File: config.mk
export PLATFORM = sky130hd
export DESIGN_NAME = chmap_intc
export DESIGN_NICKNAME = d
export VERILOG_FILES = /design/src/rtl/intc_pkg.sv /design/src/rtl/intc_regs.sv /design/src/rtl/intc_detect.sv /design/src/rtl/intc_arbiter.sv /design/src/rtl/intc_route.sv /design/src/rtl/chmap_intc.sv
export SDC_FILE = /design/constraint.sdc
export NUM_CORES = 1
export LEC_CHECK = 0
export BUFFER_PORTS_ARGS = -buffer_cell sky130_fd_sc_hd__buf_2
export CAP_MARGIN = 10
export CELL_PAD_IN_SITES_DETAIL_PLACEMENT = 1
export CELL_PAD_IN_SITES_GLOBAL_PLACEMENT = 1
export CORE_ASPECT_RATIO = 1.5
export CORE_UTILIZATION = 43
export CTS_BUF_LIST = sky130_fd_sc_hd__clkbuf_16
export DETAILED_ROUTE_END_ITERATION = 10
export GPL_ROUTABILITY_DRIVEN = 0
export PLACE_DENSITY_LB_ADDON = 0.1
export SLEW_MARGIN = 15
export SYNTH_ARGS = -nofsm -noshare
export SYNTH_HDL_FRONTEND = slang
export SYNTH_HIERARCHICAL = 1
export SYNTH_SLANG_ARGS = --single-unit
File: constraint.sdc
create_clock -name clk -period 5.65 [get_ports clk]
set_input_delay 0.2825 -clock clk [delete_from_list [all_inputs] [get_ports clk]]
set_output_delay 0.2825 -clock clk [all_outputs]
set_load 0.01 [all_outputs]
File: src/rtl/intc_pkg.sv
package intc_pkg;
  // Word addresses of the register interface
  localparam logic [7:0] A_GATE    = 8'h00;
  localparam logic [7:0] A_EN_SET  = 8'h01;
  localparam logic [7:0] A_EN_CLR  = 8'h02;
  localparam logic [7:0] A_ST_CLR  = 8'h03;
  localparam logic [7:0] A_HEN_SET = 8'h04;
  localparam logic [7:0] A_HEN_CLR = 8'h05;
  localparam logic [7:0] A_WINNER  = 8'h06;
  localparam logic [7:0] A_HEN_RD  = 8'h07;
  localparam logic [7:0] A_SENSE   = 8'h08;
  localparam logic [7:0] A_MODE    = 8'h0C;
  localparam logic [7:0] A_EN_RD   = 8'h10;
  localparam logic [7:0] A_ST_RD   = 8'h14;
  localparam logic [7:0] A_CMAP    = 8'h20;
  localparam logic [7:0] A_HMAP    = 8'h30;

  localparam int unsigned WIN_W = 9;

  // Word address that holds element i when a word carries per_word elements
  function automatic logic [7:0] slot_addr(logic [7:0] base, int unsigned i,
                                           int unsigned per_word);
    return base + 8'(i / per_word);
  endfunction

  // Lowest bit of element i inside its word
  function automatic int unsigned lane_lsb(int unsigned i, int unsigned per_word);
    return (i % per_word) * (32 / per_word);
  endfunction

  // Winner word: bit 31 flags empty, low field carries the index
  function automatic logic [31:0] winner_word(logic valid, logic [WIN_W-1:0] idx);
    return valid ? {23'd0, idx} : {1'b1, 22'd0, {WIN_W{1'b1}}};
  endfunction
endpackage

File: src/rtl/intc_regs.sv
module intc_regs
  import intc_pkg::*;
#(
  parameter int NUM_IN   = 16,
  parameter int NUM_CH   = 4,
  parameter int NUM_HOST = 2,
  localparam int IDX_W   = $clog2(NUM_IN),
  localparam int CH_W    = $clog2(NUM_CH),
  localparam int HOST_W  = $clog2(NUM_HOST)
) (
  input  logic                           clk,
  input  logic                           rst_n,
  input  logic                           wr_en,
  input  logic                           rd_en,
  input  logic [7:0]                     addr,
  input  logic [31:0]                    wdata,
  input  logic [NUM_IN-1:0]              status_i,
  input  logic [31:0]                    winner_i,
  output logic [31:0]                    rdata,
  output logic                           gate,
  output logic [NUM_IN-1:0]              en,
  output logic [NUM_HOST-1:0]            host_en,
  output logic [NUM_IN-1:0]              sense,
  output logic [NUM_IN-1:0]              mode,
  output logic [NUM_IN-1:0][CH_W-1:0]    ch_sel,
  output logic [NUM_CH-1:0][HOST_W-1:0]  host_sel,
  output logic [NUM_IN-1:0]              clr_vec
);
  logic        idx_ok;
  logic        hidx_ok;
  logic [31:0] rd_next;

  assign idx_ok  = wdata < 32'(NUM_IN);
  assign hidx_ok = wdata < 32'(NUM_HOST);

  always_comb begin
    for (int i = 0; i < NUM_IN; i++) begin
      clr_vec[i] = wr_en && (addr == A_ST_CLR) && (wdata == 32'(i));
    end
  end

  always_ff @(posedge clk or negedge rst_n) begin
    if (!rst_n) begin
      gate     <= 1'b0;
      en       <= '0;
      host_en  <= '0;
      sense    <= '1;
      mode     <= '0;
      ch_sel   <= '0;
      host_sel <= '0;
    end else if (wr_en) begin
      if (addr == A_GATE) gate <= wdata[0];
      if (addr == A_EN_SET && idx_ok) en[wdata[IDX_W-1:0]] <= 1'b1;
      if (addr == A_EN_CLR && idx_ok) en[wdata[IDX_W-1:0]] <= 1'b0;
      if (addr == A_HEN_SET && hidx_ok) host_en[wdata[HOST_W-1:0]] <= 1'b1;
      if (addr == A_HEN_CLR && hidx_ok) host_en[wdata[HOST_W-1:0]] <= 1'b0;
      for (int i = 0; i < NUM_IN; i++) begin
        if (addr == slot_addr(A_SENSE, i, 32)) sense[i] <= wdata[lane_lsb(i, 32)];
        if (addr == slot_addr(A_MODE, i, 32))  mode[i]  <= wdata[lane_lsb(i, 32)];
        if (addr == slot_addr(A_CMAP, i, 4))
          ch_sel[i] <= wdata[lane_lsb(i, 4) +: CH_W];
      end
      for (int c = 0; c < NUM_CH; c++) begin
        if (addr == slot_addr(A_HMAP, c, 4))
          host_sel[c] <= wdata[lane_lsb(c, 4) +: HOST_W];
      end
    end
  end

  always_comb begin
    rd_next = '0;
    if (addr == A_GATE)   rd_next[0] = gate;
    if (addr == A_WINNER) rd_next = winner_i;
    if (addr == A_HEN_RD) rd_next[NUM_HOST-1:0] = host_en;
    for (int i = 0; i < NUM_IN; i++) begin
      if (addr == slot_addr(A_SENSE, i, 32)) rd_next[lane_lsb(i, 32)] = sense[i];
      if (addr == slot_addr(A_MODE, i, 32))  rd_next[lane_lsb(i, 32)] = mode[i];
      if (addr == slot_addr(A_EN_RD, i, 32)) rd_next[lane_lsb(i, 32)] = en[i];
      if (addr == slot_addr(A_ST_RD, i, 32)) rd_next[lane_lsb(i, 32)] = status_i[i];
      if (addr == slot_addr(A_CMAP, i, 4))
        rd_next[lane_lsb(i, 4) +: CH_W] = ch_sel[i];
    end
    for (int c = 0; c < NUM_CH; c++) begin
      if (addr == slot_addr(A_HMAP, c, 4))
        rd_next[lane_lsb(c, 4) +: HOST_W] = host_sel[c];
    end
  end

  always_ff @(posedge clk or negedge rst_n) begin
    if (!rst_n)     rdata <= '0;
    else if (rd_en) rdata <= rd_next;
  end
endmodule

File: src/rtl/intc_detect.sv
module intc_detect #(
  parameter int NUM_IN = 16
) (
  input  logic              clk,
  input  logic              rst_n,
  input  logic [NUM_IN-1:0] sys_irq,
  input  logic [NUM_IN-1:0] sense,
  input  logic [NUM_IN-1:0] mode,
  input  logic [NUM_IN-1:0] clr_vec,
  output logic [NUM_IN-1:0] edge_hit,
  output logic [NUM_IN-1:0] stat_edge,
  output logic [NUM_IN-1:0] status
);
  logic [NUM_IN-1:0] in_q;
  logic [NUM_IN-1:0] in_d;

  always_ff @(posedge clk or negedge rst_n) begin
    if (!rst_n) begin
      in_q <= '0;
      in_d <= '0;
    end else begin
      in_q <= sys_irq;
      in_d <= in_q;
    end
  end

  for (genvar g = 0; g < NUM_IN; g++) begin : g_in
    logic rise, fall;
    assign rise        = in_q[g] & ~in_d[g];
    assign fall        = ~in_q[g] & in_d[g];
    assign edge_hit[g] = mode[g] & (sense[g] ? rise : fall);

    always_ff @(posedge clk or negedge rst_n) begin
      if (!rst_n)        stat_edge[g] <= 1'b0;
      else if (!mode[g]) stat_edge[g] <= 1'b0;
      else               stat_edge[g] <= (stat_edge[g] & ~clr_vec[g]) | edge_hit[g];
    end

    assign status[g] = mode[g] ? stat_edge[g] : (sense[g] ? in_q[g] : ~in_q[g]);
  end
endmodule

File: src/rtl/intc_arbiter.sv
module intc_arbiter #(
  parameter int NUM_IN = 16,
  parameter int NUM_CH = 4,
  localparam int IDX_W = $clog2(NUM_IN),
  localparam int CH_W  = $clog2(NUM_CH)
) (
  input  logic [NUM_IN-1:0]           pend,
  input  logic [NUM_IN-1:0][CH_W-1:0] ch_sel,
  output logic                        win_valid,
  output logic [IDX_W-1:0]            win_idx
);
  logic [CH_W-1:0] best_ch;

  // Ascending scan with strict compare keeps the lowest index on ties
  always_comb begin
    win_valid = 1'b0;
    win_idx   = '0;
    best_ch   = '0;
    for (int i = 0; i < NUM_IN; i++) begin
      if (pend[i] && (!win_valid || ch_sel[i] < best_ch)) begin
        win_valid = 1'b1;
        win_idx   = IDX_W'(i);
        best_ch   = ch_sel[i];
      end
    end
  end
endmodule

File: src/rtl/intc_route.sv
module intc_route #(
  parameter int NUM_IN   = 16,
  parameter int NUM_CH   = 4,
  parameter int NUM_HOST = 2,
  localparam int CH_W    = $clog2(NUM_CH),
  localparam int HOST_W  = $clog2(NUM_HOST)
) (
  input  logic                          clk,
  input  logic                          rst_n,
  input  logic [NUM_IN-1:0]             pend,
  input  logic [NUM_IN-1:0][CH_W-1:0]   ch_sel,
  input  logic [NUM_CH-1:0][HOST_W-1:0] host_sel,
  input  logic                          gate,
  input  logic [NUM_HOST-1:0]           host_en,
  output logic [NUM_HOST-1:0]           host_req,
  output logic [NUM_HOST-1:0]           irq_o
);
  always_comb begin
    host_req = '0;
    for (int h = 0; h < NUM_HOST; h++) begin
      for (int i = 0; i < NUM_IN; i++) begin
        if (pend[i] && host_sel[ch_sel[i]] == HOST_W'(h)) host_req[h] = 1'b1;
      end
    end
  end

  always_ff @(posedge clk or negedge rst_n) begin
    if (!rst_n) irq_o <= '0;
    else        irq_o <= host_req & host_en & {NUM_HOST{gate}};
  end
endmodule

File: src/rtl/chmap_intc.sv
module chmap_intc
  import intc_pkg::*;
#(
  parameter int NUM_IN   = 16,
  parameter int NUM_CH   = 4,
  parameter int NUM_HOST = 2
) (
  input  logic                clk,
  input  logic                rst_n,
  input  logic [NUM_IN-1:0]   sys_irq,
  input  logic                wr_en,
  input  logic                rd_en,
  input  logic [7:0]          addr,
  input  logic [31:0]         wdata,
  output logic [31:0]         rdata,
  output logic [NUM_HOST-1:0] irq_o
);
  localparam int IDX_W  = $clog2(NUM_IN);
  localparam int CH_W   = $clog2(NUM_CH);
  localparam int HOST_W = $clog2(NUM_HOST);

  logic                          gate;
  logic [NUM_IN-1:0]             en, sense, mode, clr_vec;
  logic [NUM_IN-1:0]             edge_hit, stat_edge, status, pend;
  logic [NUM_HOST-1:0]           host_en, host_req;
  logic [NUM_IN-1:0][CH_W-1:0]   ch_sel;
  logic [NUM_CH-1:0][HOST_W-1:0] host_sel;
  logic                          win_valid;
  logic [IDX_W-1:0]              win_idx;
  logic [31:0]                   winner;

  assign pend   = status & en;
  assign winner = winner_word(win_valid, WIN_W'(win_idx));

  intc_regs #(.NUM_IN(NUM_IN), .NUM_CH(NUM_CH), .NUM_HOST(NUM_HOST)) u_regs (
    .clk(clk), .rst_n(rst_n), .wr_en(wr_en), .rd_en(rd_en), .addr(addr),
    .wdata(wdata), .status_i(status), .winner_i(winner), .rdata(rdata),
    .gate(gate), .en(en), .host_en(host_en), .sense(sense), .mode(mode),
    .ch_sel(ch_sel), .host_sel(host_sel), .clr_vec(clr_vec)
  );

  intc_detect #(.NUM_IN(NUM_IN)) u_detect (
    .clk(clk), .rst_n(rst_n), .sys_irq(sys_irq), .sense(sense), .mode(mode),
    .clr_vec(clr_vec), .edge_hit(edge_hit), .stat_edge(stat_edge), .status(status)
  );

  intc_arbiter #(.NUM_IN(NUM_IN), .NUM_CH(NUM_CH)) u_arb (
    .pend(pend), .ch_sel(ch_sel), .win_valid(win_valid), .win_idx(win_idx)
  );

  intc_route #(.NUM_IN(NUM_IN), .NUM_CH(NUM_CH), .NUM_HOST(NUM_HOST)) u_route (
    .clk(clk), .rst_n(rst_n), .pend(pend), .ch_sel(ch_sel), .host_sel(host_sel),
    .gate(gate), .host_en(host_en), .host_req(host_req), .irq_o(irq_o)
  );
endmodule

==> impl_metrics.py <==
metrics = {
    "sta": {
        "setup_viol": 4,
        "final_critical_path_setup_slack_ns": -0.487,
        "clock-skew-final_ns": 0.0102,
        "max_slew_margin_pct": 24.5,
        "tightestPinTransition_ns": 1.12,
        "timing.fmax_ghz": 0.163,
        "hold_viol_final": 0,
        "post-route-min-period_ns": 6.14,
        "final-max-slew-violation-count": 0,
        "rsz0062_at_grt": "true",
        "finalCritPeriodShare_pct": 109,
    },
    "setup_path": {
        "cp.arrival_ns": 6.45,
        "path_delay_family": "compound AO/OA/AOI/OAI gates",
        "cell_count_along_the_critical_path": 32,
        "biggest_cell_delay_along_the_critical_path_ns": 0.54,
        "critical_path_class": "reg -> reg",
        "setup.worst_path.end": "u_regs/rdata[0]$_DFFE_PN0P_",
        "crit-reg2reg-capture": "u_regs/rdata[0]$_DFFE_PN0P_",
        "critical_path_source_type": "flop",
        "timing.critical_path.from": "u_regs/sense[0]$_DFFE_PN1P_",
        "worst-path-buf-inv": 2,
        "critical-path-slowest-cell": "sky130_fd_sc_hd__dfstp_2",
        "crit-reg2reg-launch": "u_regs/sense[0]$_DFFE_PN1P_",
        "reg2reg_slack_ns": -0.49,
        "critical_path.max_fanout": 5,
        "endpoint_kind": "flop",
        "worst_reg2reg_path_length_in_cells": 32,
        "worstPathRequired_ns": 5.96,
    },
    "place": {
        "dp_hpwl_mm": 30.3,
        "dpl.cell_count": 1640,
        "placed_area_sq_um": 12500,
        "port_buffers": 93,
        "place_ws_ns": -0.595,
    },
    "detailed_routing": {
        "routedWlPerCell_um": 23.9,
        "post-route-drc-count": 0,
        "routed_wirelength_mm": 40.7,
        "drt_pass1_iterations": 5,
        "num_vias": 10289,
        "dr.first_iter.drc_count": 577,
        "postRouteAntennaNets": 0,
        "vias_per_cell": 6.05,
    },
    "die": {
        "floorplan.die_area_sq_um": 25400,
        "die_width_um": 131,
        "placementRows": 70,
        "top_level_ports": 94,
        "initial_utilization_pct": 43.8,
        "core_area_sq_um": 24300,
        "die_height_um": 195,
    },
    "power": {
        "p_leak_nw": 5.98,
        "power.ir.vdd_worst_uv": 196,
        "power_density_nw_per_um2": 198,
    },
    "status": {
        "violations": "negative setup slack",
        "status": "complete, but fails checks",
    },
    "global_route": {
        "grt_first_pass_wirelength_mm": 61.0,
        "antenna_violations_before_repair": 1,
        "grt_max_degree": 70,
        "track_usage_pct": 32.5,
        "first_global_vias": 10688,
        "overflow_after_grt": 0,
    },
    "layout": {
        "ratio_of_cells_with_drive_above_1_in_the_final_layout_pct": 33.2,
        "most-common-layout-cells": "sky130_fd_sc_hd__buf_4, sky130_fd_sc_hd__dfrtp_1, sky130_fd_sc_hd__buf_2",
        "layout.cells.most_common": "sky130_fd_sc_hd__buf_4",
        "fillers": 2819,
        "layout.cell_area.non_filler_sq_um": 13600,
        "syn2layout_area_growth_pct": 27.7,
        "num-nets-final": 1427,
        "finalNonFillerCells": 1702,
    },
    "yosys": {
        "synthCells": 1104,
        "ys_warnings": 6,
        "synthesis.area_per_instance_sq_um": 9.65,
        "netlist_area_before_placement_sq_um": 10700,
    },
    "clocking": {
        "clockBufferDepth": 2,
        "htree_num_levels": 4,
        "worst_skew_pair.late_latency_ns": 0.44,
        "cts_sink_cnt": 169,
        "cts.root.buffer_cell": "sky130_fd_sc_hd__clkbuf_16",
        "tritoncts": "done",
        "numCtsBuffers": 17,
        "clk_pin_slew_worst_paths_ns": 0.07,
    },
    "hold_path": {
        "holdCritPathClass": "in -> reg",
    },
    "flow_run": {
        "maxCapViolations": 0,
    },
}
## routing by layer
layer / vias up / global-route usage (%) / routed length (um)
li1: 4658 / - / -
met1: 5241 / 35.5 / 15000
met2: 279 / 59.2 / 22200
met3: 111 / 3.50 / 1230
met4: 0 / 19.4 / 2320
met5: - / 0 / 0
## power breakdown
group / internal (mW) / leakage (nW) / switching (mW)
Combinational: 0.132 / 3.55 / 0.183
Sequential: 1.26 / 2.18 / 0.0532
Clock: 0.561 / 0.250 / 0.511
## registers in the layout (all words and copies together) (netlist names), 2 cells and up
signal and flops:
u_regs/mode 16, u_route/irq_o 2, u_regs/host_sel 4, u_regs/host_en 2, u_regs/en 16, u_regs/sense 16
u_regs/ch_sel 32, u_detect/stat_edge 16, u_detect/in_d 16, u_detect/in_q 16, u_regs/rdata 32
## timing repair
| action | CTS | global route |
|---|---|---|
| resized for setup | 22 | 34 |
| hold buffers | 17 | 0 |
| endpoints found under the setup margin | 4 | 4 |
| setup buffers | 5 | 6 |
| endpoints found under the hold margin | 78 | 0 |
| gates cloned | 0 | 1 |
| pin swaps | 7 | 14 |
## worst min path at each step
stage	startpoint	to	slack, ns	cells past startpoint
global placement	rst_n	u_regs/ch_sel[23]$_DFFE_PN0P_	0.35	1
global route	wdata[7]	u_regs/mode[7]$_DFFE_PN0P_	0.11	2
detailed placement	rst_n	u_regs/rdata[26]$_DFFE_PN0P_	0.35	1
floorplan	rst_n	u_detect/in_d[0]$_DFF_PN0_	-0.01	0
CTS	wdata[7]	u_regs/mode[7]$_DFFE_PN0P_	0.10	2
finish	wdata[7]	u_regs/mode[7]$_DFFE_PN0P_	0.12	2
## stage by stage
| stage | util, % | setup TNS [ns] | hold WS [ns] | total power [mW] |
|---|---|---|---|---|
| after global routing | 55.9 | -2.35 | 0.111 | 2.79 |
| after floorplan | - | -0.0188 | -0.0131 | 1.47 |
| after global placement | 51.5 | -1.17 | 0.346 | 1.62 |
| after CTS | 55.0 | -1.21 | 0.102 | 2.72 |
| final | 55.9 | -1.56 | 0.116 | 2.70 |
| after detailed placement | 51.5 | -2.10 | 0.350 | 1.63 |
## final cells by class
class | instances | area, sq um | share of cell area [%]
timing repair buffer | 269 | 1870 | 13.7
multi-input combinational | 851 | 6340 | 46.6
tap | 324 | 405 | 2.98
inverter | 56 | 210 | 1.54
sequential | 169 | 4250 | 31.2
clock buffer | 17 | 425 | 3.13
antenna | 1 | 2.50 | 0.0184
clock inverter | 15 | 103 | 0.754
No activity file was read; power rests on OpenSTA's default activity.
